**config.mk**
```make
export PLATFORM = sky130hd
export DESIGN_NAME = dma_burst_chan
export DESIGN_NICKNAME = d
export VERILOG_FILES = /design/src/rtl/dma_chan_pkg.sv /design/src/rtl/dma_ctrl_regs.sv /design/src/rtl/dma_addr_path.sv /design/src/rtl/dma_seq.sv /design/src/rtl/dma_burst_chan.sv
export SDC_FILE = /design/constraint.sdc
export NUM_CORES = 1
export LEC_CHECK = 0
export BUFFER_PORTS_ARGS = -buffer_cell sky130_fd_sc_hd__buf_2
export CAP_MARGIN = 0
export CORE_ASPECT_RATIO = 0.5
export CORE_MARGIN = 2
export CORE_UTILIZATION = 30
export DETAILED_ROUTE_END_ITERATION = 8
export HOLD_SLACK_MARGIN = 0.05
export PLACE_DENSITY = 0.6
export SYNTH_ARGS = -nofsm -noshare
export SYNTH_HDL_FRONTEND = slang
export SYNTH_HIERARCHICAL = 1
export SYNTH_SLANG_ARGS = --single-unit
```
**constraint.sdc**
```tcl
create_clock -name clk -period 4.9 [get_ports clk]
set_input_delay 0.98 -clock clk [delete_from_list [all_inputs] [get_ports clk]]
set_output_delay 0.98 -clock clk [all_outputs]
set_load 0.02 [all_outputs]
```
**src/rtl/dma_chan_pkg.sv**
```systemverilog
package dma_chan_pkg;

  typedef enum logic [1:0] {
    SQ_IDLE,
    SQ_REQ,
    SQ_RD,
    SQ_WR
  } seq_state_t;

  // Bit 5 down to bit 0 of the control register.
  typedef struct packed {
    logic mst_en;
    logic ch_en;
    logic dst_inc;
    logic src_inc;
    logic burst;
    logic wide;
  } chan_ctrl_t;

  localparam int CTRL_W = 6;

  localparam logic [1:0] OFS_SRC  = 2'd0;
  localparam logic [1:0] OFS_DST  = 2'd1;
  localparam logic [1:0] OFS_CNT  = 2'd2;
  localparam logic [1:0] OFS_CTRL = 2'd3;

endpackage

```
**src/rtl/dma_ctrl_regs.sv**
```systemverilog
module dma_ctrl_regs
  import dma_chan_pkg::*;
(
  input  logic              clk,
  input  logic              rst_n,
  input  logic              wr_en,
  input  logic [CTRL_W-1:0] wr_data,
  input  logic              nmi,
  input  logic              last_done,
  output chan_ctrl_t        ctrl
);

  chan_ctrl_t ctrl_q, ctrl_n;

  always_comb begin
    ctrl_n = ctrl_q;
    if (wr_en)
      ctrl_n = chan_ctrl_t'(wr_data);
    if (last_done)
      ctrl_n.ch_en = 1'b0;
    if (nmi && ctrl_q.burst)
      ctrl_n.mst_en = 1'b0;
  end

  always_ff @(posedge clk or negedge rst_n) begin
    if (!rst_n)
      ctrl_q <= '0;
    else
      ctrl_q <= ctrl_n;
  end

  assign ctrl = ctrl_q;

  // burst-mode interrupt removes the master enable
  a_r3_nmi_clears_master: assert property (@(posedge clk) disable iff (!rst_n)
    (nmi && ctrl_q.burst) |=> !ctrl_q.mst_en);

  // cycle-steal mode is deaf to the interrupt
  a_r4_nmi_ignored: assert property (@(posedge clk) disable iff (!rst_n)
    (nmi && !ctrl_q.burst && !wr_en) |=> (ctrl_q.mst_en == $past(ctrl_q.mst_en)));

  // completion drops the channel enable but keeps the master enable
  a_r9_chan_en_clears: assert property (@(posedge clk) disable iff (!rst_n)
    last_done |=> !ctrl_q.ch_en);

  a_r9_master_kept: assert property (@(posedge clk) disable iff (!rst_n)
    (last_done && !wr_en && !nmi) |=> (ctrl_q.mst_en == $past(ctrl_q.mst_en)));

endmodule

```
**src/rtl/dma_addr_path.sv**
```systemverilog
module dma_addr_path #(
  parameter int AW = 16,
  parameter int CW = 16,
  parameter int DW = 16
) (
  input  logic          clk,
  input  logic          rst_n,
  input  logic          wr_src,
  input  logic          wr_dst,
  input  logic          wr_cnt,
  input  logic [31:0]   wr_data,
  input  logic          unit_done,
  input  logic          wide,
  input  logic          src_inc,
  input  logic          dst_inc,
  output logic [AW-1:0] src,
  output logic [AW-1:0] dst,
  output logic [CW-1:0] cnt,
  output logic          cnt_nz,
  output logic          cnt_last
);

  localparam int          NPTR   = 2;
  localparam logic [AW-1:0] STEP_W = AW'(DW / 8);
  localparam logic [AW-1:0] STEP_B = AW'(1);

  logic [AW-1:0] step;
  logic [AW-1:0] ptr_q [NPTR];
  logic          ptr_wr [NPTR];
  logic          ptr_inc [NPTR];
  logic [CW-1:0] cnt_q, cnt_n;

  assign step       = wide ? STEP_W : STEP_B;
  assign ptr_wr[0]  = wr_src;
  assign ptr_wr[1]  = wr_dst;
  assign ptr_inc[0] = src_inc;
  assign ptr_inc[1] = dst_inc;

  for (genvar i = 0; i < NPTR; i++) begin : g_ptr
    logic [AW-1:0] nxt;
    always_comb begin
      nxt = ptr_q[i];
      if (unit_done && ptr_inc[i])
        nxt = ptr_q[i] + step;
      else if (ptr_wr[i])
        nxt = wr_data[AW-1:0];
    end
    always_ff @(posedge clk or negedge rst_n) begin
      if (!rst_n)
        ptr_q[i] <= '0;
      else
        ptr_q[i] <= nxt;
    end
  end

  always_comb begin
    cnt_n = cnt_q;
    if (unit_done)
      cnt_n = cnt_q - CW'(1);
    else if (wr_cnt)
      cnt_n = wr_data[CW-1:0];
  end

  always_ff @(posedge clk or negedge rst_n) begin
    if (!rst_n)
      cnt_q <= '0;
    else
      cnt_q <= cnt_n;
  end

  assign src      = ptr_q[0];
  assign dst      = ptr_q[1];
  assign cnt      = cnt_q;
  assign cnt_nz   = (cnt_q != '0);
  assign cnt_last = (cnt_q == CW'(1));

endmodule

```
**src/rtl/dma_seq.sv**
```systemverilog
module dma_seq
  import dma_chan_pkg::*;
#(
  parameter int AW = 16,
  parameter int DW = 16
) (
  input  logic          clk,
  input  logic          rst_n,
  input  logic          go,
  input  logic          burst,
  input  logic          wide,
  input  logic          cnt_last,
  input  logic [AW-1:0] src,
  input  logic [AW-1:0] dst,
  input  logic          bus_gnt,
  input  logic          bus_rdy,
  input  logic [DW-1:0] bus_rdata,
  output logic          bus_req,
  output logic          bus_rd,
  output logic          bus_wr,
  output logic [AW-1:0] bus_addr,
  output logic          bus_word,
  output logic [DW-1:0] bus_wdata,
  output logic          unit_done
);

  seq_state_t    state_q, state_n;
  logic [DW-1:0] data_q, data_n;
  logic          data_en;

  always_comb begin
    state_n   = state_q;
    unit_done = 1'b0;
    data_en   = 1'b0;
    case (state_q)
      SQ_IDLE: if (go) state_n = SQ_REQ;
      SQ_REQ: begin
        if (!go)          state_n = SQ_IDLE;
        else if (bus_gnt) state_n = SQ_RD;
      end
      SQ_RD: if (bus_rdy) begin
        data_en = 1'b1;
        state_n = SQ_WR;
      end
      SQ_WR: if (bus_rdy) begin
        unit_done = 1'b1;
        if (!cnt_last && burst && go) state_n = SQ_RD;
        else                          state_n = SQ_IDLE;
      end
      default: state_n = SQ_IDLE;
    endcase
  end

  assign data_n = wide ? bus_rdata : DW'(bus_rdata[7:0]);

  always_ff @(posedge clk or negedge rst_n) begin
    if (!rst_n) begin
      state_q <= SQ_IDLE;
      data_q  <= '0;
    end else begin
      state_q <= state_n;
      if (data_en)
        data_q <= data_n;
    end
  end

  assign bus_req   = (state_q != SQ_IDLE);
  assign bus_rd    = (state_q == SQ_RD);
  assign bus_wr    = (state_q == SQ_WR);
  assign bus_addr  = bus_wr ? dst : src;
  assign bus_word  = wide;
  assign bus_wdata = data_q;

  // no read before the grant
  a_r10_read_after_grant: assert property (@(posedge clk) disable iff (!rst_n)
    (state_q == SQ_REQ && !bus_gnt) |=> !bus_rd);

  // a write cycle holds until ready
  a_r10_write_held: assert property (@(posedge clk) disable iff (!rst_n)
    (bus_wr && !bus_rdy) |=> (bus_wr && $stable(bus_addr)));

  // a unit that starts reading always reaches its write
  a_r5_unit_completes: assert property (@(posedge clk) disable iff (!rst_n)
    (bus_rd && bus_rdy) |=> bus_wr);

  // once stopped after a unit, nothing more is read
  a_r5_stop_at_boundary: assert property (@(posedge clk) disable iff (!rst_n)
    (bus_wr && bus_rdy && !go) |=> (!bus_rd && !bus_wr));

endmodule

```
**src/rtl/dma_burst_chan.sv**
```systemverilog
module dma_burst_chan
  import dma_chan_pkg::*;
#(
  parameter int AW = 16,
  parameter int CW = 16,
  parameter int DW = 16
) (
  input  logic          clk,
  input  logic          rst_n,
  input  logic          reg_we,
  input  logic [1:0]    reg_addr,
  input  logic [31:0]   reg_wdata,
  output logic [31:0]   reg_rdata,
  input  logic          nmi,
  output logic          bus_req,
  input  logic          bus_gnt,
  output logic [AW-1:0] bus_addr,
  output logic          bus_rd,
  output logic          bus_wr,
  output logic          bus_word,
  output logic [DW-1:0] bus_wdata,
  input  logic [DW-1:0] bus_rdata,
  input  logic          bus_rdy,
  output logic          done
);

  logic [1:0]    rst_sync_q;
  logic          rst_ni;
  chan_ctrl_t    ctrl;
  logic [AW-1:0] src, dst;
  logic [CW-1:0] cnt;
  logic          cnt_nz, cnt_last;
  logic          unit_done, last_done, go;
  logic          done_q;

  always_ff @(posedge clk or negedge rst_n) begin
    if (!rst_n)
      rst_sync_q <= 2'b00;
    else
      rst_sync_q <= {rst_sync_q[0], 1'b1};
  end
  assign rst_ni = rst_sync_q[1];

  assign last_done = unit_done && cnt_last;
  assign go        = ctrl.ch_en && ctrl.mst_en && cnt_nz && !(ctrl.burst && nmi);

  dma_ctrl_regs u_ctrl (
    .clk       (clk),
    .rst_n     (rst_ni),
    .wr_en     (reg_we && reg_addr == OFS_CTRL),
    .wr_data   (reg_wdata[CTRL_W-1:0]),
    .nmi       (nmi),
    .last_done (last_done),
    .ctrl      (ctrl)
  );

  dma_addr_path #(.AW(AW), .CW(CW), .DW(DW)) u_path (
    .clk       (clk),
    .rst_n     (rst_ni),
    .wr_src    (reg_we && reg_addr == OFS_SRC),
    .wr_dst    (reg_we && reg_addr == OFS_DST),
    .wr_cnt    (reg_we && reg_addr == OFS_CNT),
    .wr_data   (reg_wdata),
    .unit_done (unit_done),
    .wide      (ctrl.wide),
    .src_inc   (ctrl.src_inc),
    .dst_inc   (ctrl.dst_inc),
    .src       (src),
    .dst       (dst),
    .cnt       (cnt),
    .cnt_nz    (cnt_nz),
    .cnt_last  (cnt_last)
  );

  dma_seq #(.AW(AW), .DW(DW)) u_seq (
    .clk       (clk),
    .rst_n     (rst_ni),
    .go        (go),
    .burst     (ctrl.burst),
    .wide      (ctrl.wide),
    .cnt_last  (cnt_last),
    .src       (src),
    .dst       (dst),
    .bus_gnt   (bus_gnt),
    .bus_rdy   (bus_rdy),
    .bus_rdata (bus_rdata),
    .bus_req   (bus_req),
    .bus_rd    (bus_rd),
    .bus_wr    (bus_wr),
    .bus_addr  (bus_addr),
    .bus_word  (bus_word),
    .bus_wdata (bus_wdata),
    .unit_done (unit_done)
  );

  always_ff @(posedge clk or negedge rst_ni) begin
    if (!rst_ni)
      done_q <= 1'b0;
    else
      done_q <= last_done;
  end
  assign done = done_q;

  always_comb begin
    case (reg_addr)
      OFS_SRC: reg_rdata = 32'(src);
      OFS_DST: reg_rdata = 32'(dst);
      OFS_CNT: reg_rdata = 32'(cnt);
      default: reg_rdata = 32'(ctrl);
    endcase
  end

  // the request only rises with both enables set
  a_r2_req_needs_enables: assert property (@(posedge clk) disable iff (!rst_ni)
    $rose(bus_req) |-> $past(ctrl.ch_en && ctrl.mst_en));

  // completion pulse lasts one cycle
  a_r9_done_pulse: assert property (@(posedge clk) disable iff (!rst_ni)
    done |=> !done);

endmodule

```
## After elaboration in Yosys (flattened, before gate mapping)

Cells that the tools add are included.
Widths: inputs -> output; s select.

| storage, ports and cells | value |
|---|---|
| register bits after elaboration | 75 |
| latch bits | 0 |
| bits in writable memories | 0 |
| ROM bits | 0 |
| bits of input ports | 56 |
| output and inout port bits | 69 |
| memories | 0 |

| cells by class | value |
|---|---|
| add/subtract/negate cells | 3 |
| $mul | 0 |
| divide/modulo/power cells | 0 |
| $lt $le $gt $ge | 0 |
| eq/ne operators | 11 |
| shift operators | 0 |
| mux-type cells | 23 |
| bitwise logic cells | 0 |
| reduce and logical (&&, ||, !) cells | 25 |

Operators with widths:

| operator | count |
|---|---|
| $mux 16 | 8 |
| $pmux 16 s3 | 1 |
| $add 16x16->16 | 2 |
| $eq 16x1->1 const B | 1 |
| $reduce_bool 16->1 | 1 |
| $sub 16x1->16 const B | 1 |
| $mux 2 | 7 |
| $logic_and 1x1->1 | 13 |
| $reduce_bool 2->1 | 6 |
| $eq 2x2->1 const B | 4 |
| $pmux 2 s4 | 1 |
| $mux 6 | 1 |
| $mux 1 | 5 |
| $eq 2x1->1 const B | 2 |
| $logic_not 2->1 | 2 |
| $ne 2x1->1 const B | 2 |
| $reduce_and 4->1 | 1 |
| $ne 3x3->1 const B | 1 |
| $logic_not 1->1 | 2 |
| $ne 2x2->1 const B | 1 |

## Logic depth before layout (Yosys ltp)

Gate-level depths: netlist (run 1).

| depth | value |
|---|---|
| depth in word-level cells | 7 |
| depth in mapped cells | 9 |
| gate-level depth less buffers | 8 |

## By module

Netlist (run 1), hierarchy kept.

By module, submodules not included:

| module | instances | cells an instance | area each (um^2) | sequential area each (um^2) |
|---|---|---|---|---|
| dma_addr_path | 1 | 338 | 3,148.0 | 1,201.2 |
| dma_seq | 1 | 85 | 1,029.7 | 450.4 |
| dma_burst_chan | 1 | 61 | 629.4 | 75.1 |
| dma_ctrl_regs | 1 | 15 | 250.2 | 150.1 |

## Worst setup path after synthesis (run 1)

OpenSTA, ideal clock, no wires.

| timing | value |
|---|---|
| path kind | in2out |
| from | input port reg_addr[0] |
| to | output port reg_rdata[7] |
| data arrival time | 1.736 ns |
| data required time | 3.920 ns |
| slack | 2.184 ns |
| stages on the path | 4 |
| path through | buf_6 buf_12 mux2i_1 o2bb2ai_1 |

| between the ends | value |
|---|---|
| cells in the longest elaborated chain, start to end | 2 |
| elaborated cells between the ends (all ways) | 4 |
| those cells by class | eq/ne (2); mux (1); reduce/logical (1) |

RTL lines:

| item | RTL line | RTL |
|---|---|---|
| start, declared | dma_burst_chan.sv:11 | `input logic [1:0] reg_addr,` |
| $eq 2x2->1, or another cell as far along | dma_burst_chan.sv:105 | `case (reg_addr)` |
| $pmux 16 s3 * | dma_burst_chan.sv:105 |  |
| end, declared | dma_burst_chan.sv:13 | `output logic [31:0] reg_rdata,` |

Mark *: on every way between the ends. The rest lies on a longest branch, timed or not.

## Worst setup path after layout (run 1)

| timing | value |
|---|---|
| from | input port reg_addr[0] |
| to | output port reg_rdata[0] |

Same word-level chain as after synthesis.

==> results of run 1 <==
where the power goes:
part	internal, mW	leakage, nW	total [mW]	switching [mW]
sequential	0.780	0.895	0.992	0.212
clock	0.473	0.159	0.732	0.259
combinational	0.361	1.59	0.821	0.460
total	1.61	2.65	2.55	0.931
state kept, by name, indices dropped and copies added (netlist names):
| name | cells |
|---|---|
| done | 1 |
| rst_sync_q | 2 |
| u_ctrl/ctrl | 6 |
| u_path/cnt | 16 |
| u_path/dst | 16 |
| u_path/src | 16 |
| u_seq/bus_wdata | 16 |
| u_seq/state_q | 2 |
worst reg2reg max path, stage by stage, from the launching register on:
cell,delay [ps]
dfrtp_1,550
inv_1,250
ha_1,200
inv_1,50
fa_1,420
and4b_1,450
nand3_1,150
o32a_1,300
o21a_1,100
layer usage:
layer  vias to the layer above  routed length (µm)  GRT usage
met2                       145                6220      0.257
met1                      1999                6650      0.214
met4                         2                 148     0.0400
met3                        14                 988     0.0448
met5                         -                  13          0
li1                       1975                   -          -
Yosys cell counts (11+ instances only):
cell type,count,area share
dfrtp_1,75,0.37
nand2_1,36,0.027
a21oi_1,31,0.031
nor2_1,27,0.020
mux2_2,23,0.051
mux2i_1,23,0.046
buf_4,21,0.031
nand3_1,17,0.017
a211oi_1,16,0.024
inv_1,16,0.012
nor2b_1,13,0.016
and3_1,12,0.015
o21ai_0,12,0.012
o2bb2ai_1,11,0.019
kinds of logic (layout without fill, tap and decap cells):
logic type	Yosys count	after routing	share of synthesized area
AND/OR/NAND/NOR	162	162	0.189
AO/OA/AOI/OAI	120	120	0.173
flip-flops	75	75	0.371
buffers and inverters	63	127	0.0812
multiplexers	58	58	0.142
XOR/XNOR	11	11	0.0191
adder cells (fa/ha/maj)	8	8	0.0228
other	2	17	0.00148
layout make-up:
type,count,share of cell area
repair buffers,95,0.0823
flip-flops and latches,75,0.321
clock inverters,4,0.0124
well taps,227,0.0484
multi-input cells,376,0.482
inverters,16,0.0102
clock buffers,12,0.0437
final timing paths:
| kind | to | slack [ps] | cells after the start |
|---|---|---|---|
| setup / recovery | reg_rdata[0] | 1630 | 3 |
| hold / removal | rst_sync_q[1] | 360 | 0 |
| setup reg to reg | u_path/dst[12] | 2320 | 8 |
| hold reg to reg | rst_sync_q[1] | 360 | 0 |
| max in group asynchronous | done | 3740 | 0 |
| min in group asynchronous | rst_sync_q[1] | 410 | 1 |
metrics by stage:
stage | hold slack, ps | setup WS [ps] | total power, mW | area (µm²)
after detailed placement | 342 | 1610 | 1.82 | 5540
after floorplan | 331 | 2180 | 1.57 | 5110
after global placement | 338 | 1610 | 1.81 | 5540
after CTS | 356 | 1610 | 2.57 | 5870
final | 355 | 1630 | 2.55 | 5870
after global routing | 377 | 1560 | 2.71 | 5870
==> results.yml, run 1 <==
timing:
  max-slew-margin-rel: 0.301
  timing.final.max_slew_violations: 0
  finalHoldViolations: 0
  worst_pin_slew_ps: 1050
  max_freq_ghz: 0.305
  period_needed_ps: 3270
  period_share: 0.668
  skew_ps: 9.16
  rsz0062_at_grt: "no"
  finalSetupViolations: 0
  setup_tns_ps: 0
floorplan:
  die_area_mm2: 0.0180
  core_mm2: 0.0164
  fp.dieW_um: 188
  rows: 33
  io_pins: 125
  initial_core_util: 0.308
  die_h_um: 95.8
detailed_routing:
  wire_per_inst_um: 17.4
  drt_first_pass_iters: 4
  via_per_inst: 5.14
  ant_nets: 0
  drt_iter0_drc: 320
  drc_errors: 0
  wirelength_um: 14000
  vias: 4135
place:
  port_buffers: 92
  place_inst: 789
  gp_congestion: 0.849
  dp_hpwl_um: 10200
synth:
  synth_area_mm2: 0.00506
  netlist_instances: 499
  yosys_most_used_dff: "dfrtp_1"
  synthArstFlopShare: 1.00
  yosysWarnings: 6
  yosysSeqAreaShare: 0.371
  synth_edf_count: 0
  syn_area_per_cell_um2: 10.1
  synth.distinct_cells: 79
  ys_ff_latch: 75
global_route:
  grt_usage: 0.160
  grt_pass1_vias: 3850
  grt_pass1_wl_um: 21900
  grt_max_degree: 74
  antenna_found_initial: 2
  gr-total-overflow: 0
clock_network:
  clkSlewWorstSetupHoldPaths_ps: 60
  ctsHoldBuffers: 0
  cts_tree: "done"
  cts.sinks: 75
  cts_buffers: 9
  ctsHtreeMaxLevel: 3
  cts-resized-gates: 0
  cts_root_buf: "clkbuf_16"
  clk_path_buf_depth: 2
  clock_latency_ps: 340
  cts_setup_buffers: 0
setup_path:
  cp_num_buf_inv: 2
  critPathKind: "in -> out"
  path_delay_family: "buffers and inverters"
  crit_fanout: 21
  cp_slowest_cell: "mux4_1"
  setup.worst_path.start: "reg_addr[0]"
  max_stage_delay_ps: 620
  crit_path_start_kind: "primary input"
  cp.required_ps: 3920
  worstSetupEndpointType: "output port"
  regToRegStartpoint: "u_ctrl/ctrl[0]"
  cp_common_cell: "buf_2"
  cp_cell_sequence: "buf_2, mux4_1, buf_2"
  worstPathArrival_ps: 2290
min_path:
  hp-class: "reg -> reg"
  hp-start: "rst_sync_q[0]"
power_and_ir_drop:
  p_leak_nw: 2.65
  p_per_area_mw_per_mm2: 434
  peakVddDrop_v: 0.000188
layout:
  layout_common_cells: "92 x buf_2, 74 x dfrtp_1, 36 x nand2_1"
  final_net_count: 637
  drive_above_1_share: 0.294
  post-route-util: 0.357
  syn_to_final_growth_pct: 16.0
  fillers: 1683
  mostFrequentLayoutCell: "buf_2"
  multi_input_area_mm2: 0.00283
  diodes: 0
  register_area_mm2: 0.00188
  layoutNonFillerInstCount: 805
outcome:
  status: "finished, final reports clean"
job:
  cap_viol_max_count: 0
(Power assumes the default switching activity.)
==> run 2: changes to the inputs <==
Settings changed: ABC_AREA set to 1, PLACE_DENSITY 0.6 to 0.61.
Clock period 4.9 ns to 2.9 ns, I/O delays scaled along.
==> results.yml, run 2 <==
setup_path:
  crit_fanout: 18
  worstSetupEndpointType: "output port"
  worstRegToRegCells: 7
  critPathKind: "reg -> out"
  cp_cell_sequence: "nand2_2, inv_2, nand2_1, nand2_1, buf_2"
  worstPathArrival_ps: 1890
  crit_path_start_kind: "flop"
  cp.required_ps: 2320
  r2r_setup_slack_ps: 510
  cp_num_buf_inv: 2
  path_delay_family: "buffers and inverters"
  cp_common_cell: "nand2_1"
  max_stage_delay_ps: 490
  cp.depth: 5
  cp_slowest_cell: "dfrtp_1"
clock_network:
  cts.sinks: 75
  clkSlewWorstSetupHoldPaths_ps: 60
  cts-resized-gates: 0
  cts_tree: "done"
  clock_latency_ps: 340
  ctsHoldBuffers: 1
  cts_buffers: 9
  cts_root_buf: "clkbuf_16"
  cts_setup_buffers: 0
  clk_path_buf_depth: 2
  ctsHtreeMaxLevel: 3
detailed_routing:
  drt_first_pass_iters: 7
  wire_per_inst_um: 15.2
  via_per_inst: 4.95
  drt_iter0_drc: 439
  ant_nets: 0
  drc_errors: 5
  wirelength_um: 17500
  vias: 5678
synth:
  synth_most_common_cell: "nand2_1"
  ys_top_cells_by_area: "dfrtp_1 34%, nand2_1 22%, nand3_1 7.2%"
  synth.distinct_cells: 44
  yosysTopAreaCell: "dfrtp_1"
  syn_area_per_cell_um2: 6.68
  synth_top_area_share: 0.345
  synth_fa_ha_area_frac: 0.0212
  synth_top_family_by_area: "simple AND/OR/NAND/NOR gates"
  muxShareOfSynthArea: 0
  yosys-top-cells-count: "325 x nand2_1, 85 x inv_1, 78 x nand3_1"
  synth_compound_area_frac: 0.0904
  synthArstFlopShare: 1.00
  netlist_instances: 814
  ys_ff_latch: 75
  yosysWarnings: 6
  yosys_most_used_dff: "dfrtp_1"
  synthSimpleGateAreaFrac: 0.418
  synth_xor_area_frac: 0.00805
  synth_edf_count: 0
  synth_area_mm2: 0.00544
  yosysSeqAreaShare: 0.345
timing:
  finalHoldViolations: 0
  skew_ps: 7.52
  setup_ws_ps: 432
  rsz0062_at_grt: "no"
  worst_pin_slew_ps: 582
  max-slew-margin-rel: 0.612
  max_freq_ghz: 0.405
  period_share: 0.851
  finalSetupViolations: 0
  setup_tns_ps: 0
  period_needed_ps: 2470
  timing.final.max_slew_violations: 0
power_and_ir_drop:
  p_per_area_mw_per_mm2: 805
  peakVddDrop_v: 0.000351
  p_leak_nw: 3.25
global_route:
  antenna_found_initial: 0
  grt_max_degree: 30
  grt_pass1_wl_um: 27700
  grt_pass1_vias: 5265
  gr-total-overflow: 0
  grt_usage: 0.183
layout:
  final_net_count: 972
  drive_above_1_share: 0.180
  layout_common_cells: "325 x nand2_1, 92 x buf_2, 85 x inv_1"
  diodes: 0
  mostFrequentLayoutCell: "nand2_1"
  fillers: 1907
  syn_to_final_growth_pct: 16.6
  stdcell_area_mm2: 0.00634
floorplan:
  die_h_um: 99.2
  io_pins: 125
  initial_core_util: 0.310
  die_area_mm2: 0.0193
  rows: 34
  fp.dieW_um: 194
  core_mm2: 0.0176
place:
  gp_congestion: 0.925
  dpl_worst_slack_ps: 553
  dp_hpwl_um: 13400
  port_buffers: 92
  postPlaceCellArea_mm2: 0.00605
outcome:
  status: "finished, violations left"
  violations: "DRC"
job:
  cap_viol_max_count: 0
min_path:
  hp-class: "reg -> async"
## run 2: changes by cell type in the layout (fill, tap and decap cells not counted), sizes merged, moves of 13 or more
cell    delta
nand3     +61
a211oi    -18
a21oi     -25
mux2      -29
inv       +79
mux2i     -23
nor2b     -13
nand2    +296
nor2      +44
o21ai     +26
## run 2: worst paths after layout
| kind | startpoint | to |
|---|---|---|
| worst min-delay path | rst_sync_q[1] | u_seq/bus_wdata[8] |
| max in group asynchronous | rst_sync_q[1] | u_path/dst[3] |
| min in group clk | rst_sync_q[0] | rst_sync_q[1] |
| worst min register to register | rst_sync_q[1] | u_seq/bus_wdata[8] |
| worst max register to register | u_seq/state_q[0] | u_path/src[4] |
| worst max-delay path | u_seq/state_q[0] | bus_addr[0] |
## run 2: layer usage
metal	vias up	global-route usage	wire, µm
met1	2693	0.257	8160
met4	0	0.0698	398
met3	27	0.0281	1160
met5	-	0	0
met2	207	0.287	7760
li1	2751	-	-
## run 2: power by group
part | total [mW] | switching (mW) | internal (mW)
sequential | 1.91 | 0.506 | 1.40
combinational | 2.14 | 1.41 | 0.721
clock | 1.06 | 0.462 | 0.601
## run 2: worst register-to-register path, cell delays in order (launching register included)
cell and delay, ps:
dfrtp_1 490, nand2_2 320, nor2_2 240, nand2_1 330
nand2_1 450, inv_1 220, nand2_1 100, o221ai_1 110
## run 2: final cells by class
class / instances / area (µm²) / share of cell area
Multi-Input combinational cell: 625 / 2990 / 0.472
Sequential cell: 75 / 1880 / 0.296
Timing Repair Buffer: 101 / 531 / 0.0836
Inverter: 96 / 368 / 0.0580
Tap cell: 234 / 293 / 0.0462
Clock buffer: 10 / 239 / 0.0377
Clock inverter: 6 / 41.3 / 0.00651
## run 2: per-stage QoR
stage	power (mW)	util	cells	hold slack [ps]
2_1_floorplan	3.33	-	829	284
3_3_place_gp	3.99	0.344	1130	293
3_5_place_dp	4.04	0.344	1130	302
4_1_cts	5.14	0.361	1147	300
5_1_grt	5.52	0.361	1147	327
6_report	5.11	0.361	1147	260
## run 2: cells by family after synthesis
logic type,count (synthesis)
AOI/OAI and AO/OA,77
and+or+nand+nor,518
DFF,75
xor gates and xnor gates,5
other,2
buffers and inverters,129
adders and majority gates,8
==> run 3: changes to the inputs <==
Settings changed: ABC_AREA 1 to unset, HOLD_SLACK_MARGIN 0.05 to 0.08, PLACE_DENSITY 0.61 to 0.62.
Clock period 2.9 ns to 2 ns, I/O delays scaled along.
==> results.yml, run 3 (synthesized netlist as in run 1, its figures left out) <==
clock_network:
  ctsHtreeMaxLevel: 3
  clock_latency_ps: 340
  clk_path_buf_depth: 2
  cts_tree: "done"
  cts_buffers: 9
  clkSlewWorstSetupHoldPaths_ps: 60
  cts.sinks: 75
  cts_root_buf: "clkbuf_16"
detailed_routing:
  drt_first_pass_iters: 5
  drc_errors: 0
  drt_iter0_drc: 264
  vias: 4368
  ant_nets: 0
  wirelength_um: 14900
  via_per_inst: 5.09
  wire_per_inst_um: 17.4
outcome:
  status: "finished, violations left"
  violations: "setup timing"
setup_path:
  cp_common_cell: "buf_4"
  worstSetupEndpointType: "flop"
  max_stage_delay_ps: 360
  cp_slowest_cell: "dfrtp_1"
  worstPathArrival_ps: 2260
  cp_cell_sequence: "inv_2, buf_4, buf_4, fa_2, and4b_2, nand3_2, o32a_1, o21a_1"
  cp.required_ps: 2230
  critPathKind: "reg -> reg"
  crit_fanout: 5
  crit_path_start_kind: "flop"
layout:
  drive_above_1_share: 0.368
  final_net_count: 689
  multi_input_area_mm2: 0.00295
  layout_common_cells: "76 x buf_2, 73 x dfrtp_1, 48 x buf_4"
  mostFrequentLayoutCell: "buf_2"
  register_area_mm2: 0.00188
  syn_to_final_growth_pct: 29.3
  layoutNonFillerInstCount: 858
  fillers: 1613
timing:
  skew_ps: 8.58
  period_needed_ps: 2030
  max_freq_ghz: 0.492
  setup_ws_ps: -31.7
  finalHoldViolations: 0
  worst_pin_slew_ps: 515
  period_share: 1.02
  max-slew-margin-rel: 0.656
  timing.final.max_slew_violations: 0
  finalSetupViolations: 4
  rsz0062_at_grt: "yes"
power_and_ir_drop:
  power.total_mw: 6.50
  p_leak_nw: 3.04
  p_per_area_mw_per_mm2: 994
  peakVddDrop_v: 0.000416
min_path:
  hp-class: "in -> reg"
floorplan:
  io_pins: 125
  fp.dieW_um: 188
  initial_core_util: 0.308
  die_area_mm2: 0.0180
  core_mm2: 0.0164
  rows: 33
  die_h_um: 95.8
global_route:
  grt_usage: 0.166
  grt_pass1_vias: 4122
  antenna_found_initial: 0
  grt_pass1_wl_um: 22800
  grt_max_degree: 44
  gr-total-overflow: 0
place:
  place_inst: 831
  gp_congestion: 0.862
  port_buffers: 92
  dp_hpwl_um: 10600
job:
  cap_viol_max_count: 0
-- run 3: cell types whose count changed in the layout (fill, tap and decap cells not counted), moves of 21 or more --
| cell | change |
|---|---|
| nand3_1 | -62 |
| mux2_4 | +21 |
| nor2_1 | -32 |
| a21oi_1 | +23 |
| buf_4 | +40 |
| nand2_1 | -289 |
| mux2i_1 | +23 |
| inv_1 | -71 |
-- run 3: critical path, delay by kind of cell (launching register included) --
family	cells	cell delay (ps)
simple gates	2	460
fa+ha+maj	1	360
compound gates	2	390
flops	1	360
buf+inv	3	350
-- run 3: cell type report --
cell class              count  area share
well taps                 227      0.0434
clock inverters             2     0.00536
clock buffers              14      0.0404
flip-flops and latches     75       0.288
multi-input cells         376       0.450
inverters                  16     0.00918
diodes                      1    0.000383
repair buffers            147       0.163
-- run 3: layer usage --
| layer | part of all wire | global-route usage | wire length (µm) |
|---|---|---|---|
| met5 | 0 | 0 | 0 |
| met4 | 0.017 | 0.0591 | 255 |
| met3 | 0.061 | 0.0423 | 907 |
| met2 | 0.45 | 0.273 | 6760 |
| met1 | 0.47 | 0.214 | 6970 |
-- run 3: what timing repair did --
item                                    in CTS  in global routing
hold buffers                                 1                  0
gates resized for setup                     24                 40
setup buffers                                3                  4
pin swaps                                    5                  5
endpoints found under the setup margin      24                 33
hold endpoints to repair                     2                  0
gates cloned                                 1                  1
-- run 3: worst paths after layout --
check                                    to  cells after the start            from  slack [ps]
max                          u_path/dst[12]                      8  u_ctrl/ctrl[0]         -30
min                          u_ctrl/ctrl[5]                      2             nmi         260
max reg2reg                  u_path/dst[12]                      8  u_ctrl/ctrl[0]         -30
min reg2reg                  u_path/src[11]                      0   rst_sync_q[1]         280
max in group asynchronous  u_seq/state_q[0]                      1   rst_sync_q[1]        1100
min in group asynchronous    u_path/src[11]                      0   rst_sync_q[1]         280
-- run 3: power breakdown --
group / internal (mW) / switching [mW] / total [mW]
sequential: 1.91 / 0.465 / 2.38
clock: 1.03 / 0.621 / 1.66
combinational: 1.18 / 1.29 / 2.47
total: 4.12 / 2.38 / 6.50
-- run 3: through the flow --
| stage | instance area [µm²] | worst slack [ps] | utilization | hold WS (ps) | setup TNS (ps) |
|---|---|---|---|---|---|
| 2_1_floorplan | 5120 | -73.5 | - | 104 | -169 |
| 3_3_place_gp | 5910 | -84.3 | 0.360 | 185 | -333 |
| 3_5_place_dp | 5910 | -129 | 0.360 | 188 | -595 |
| 4_1_cts | 6360 | -37.2 | 0.387 | 244 | -108 |
| 5_1_grt | 6540 | -119 | 0.398 | 255 | -767 |
| 6_report | 6540 | -31.7 | 0.398 | 256 | -93.7 |
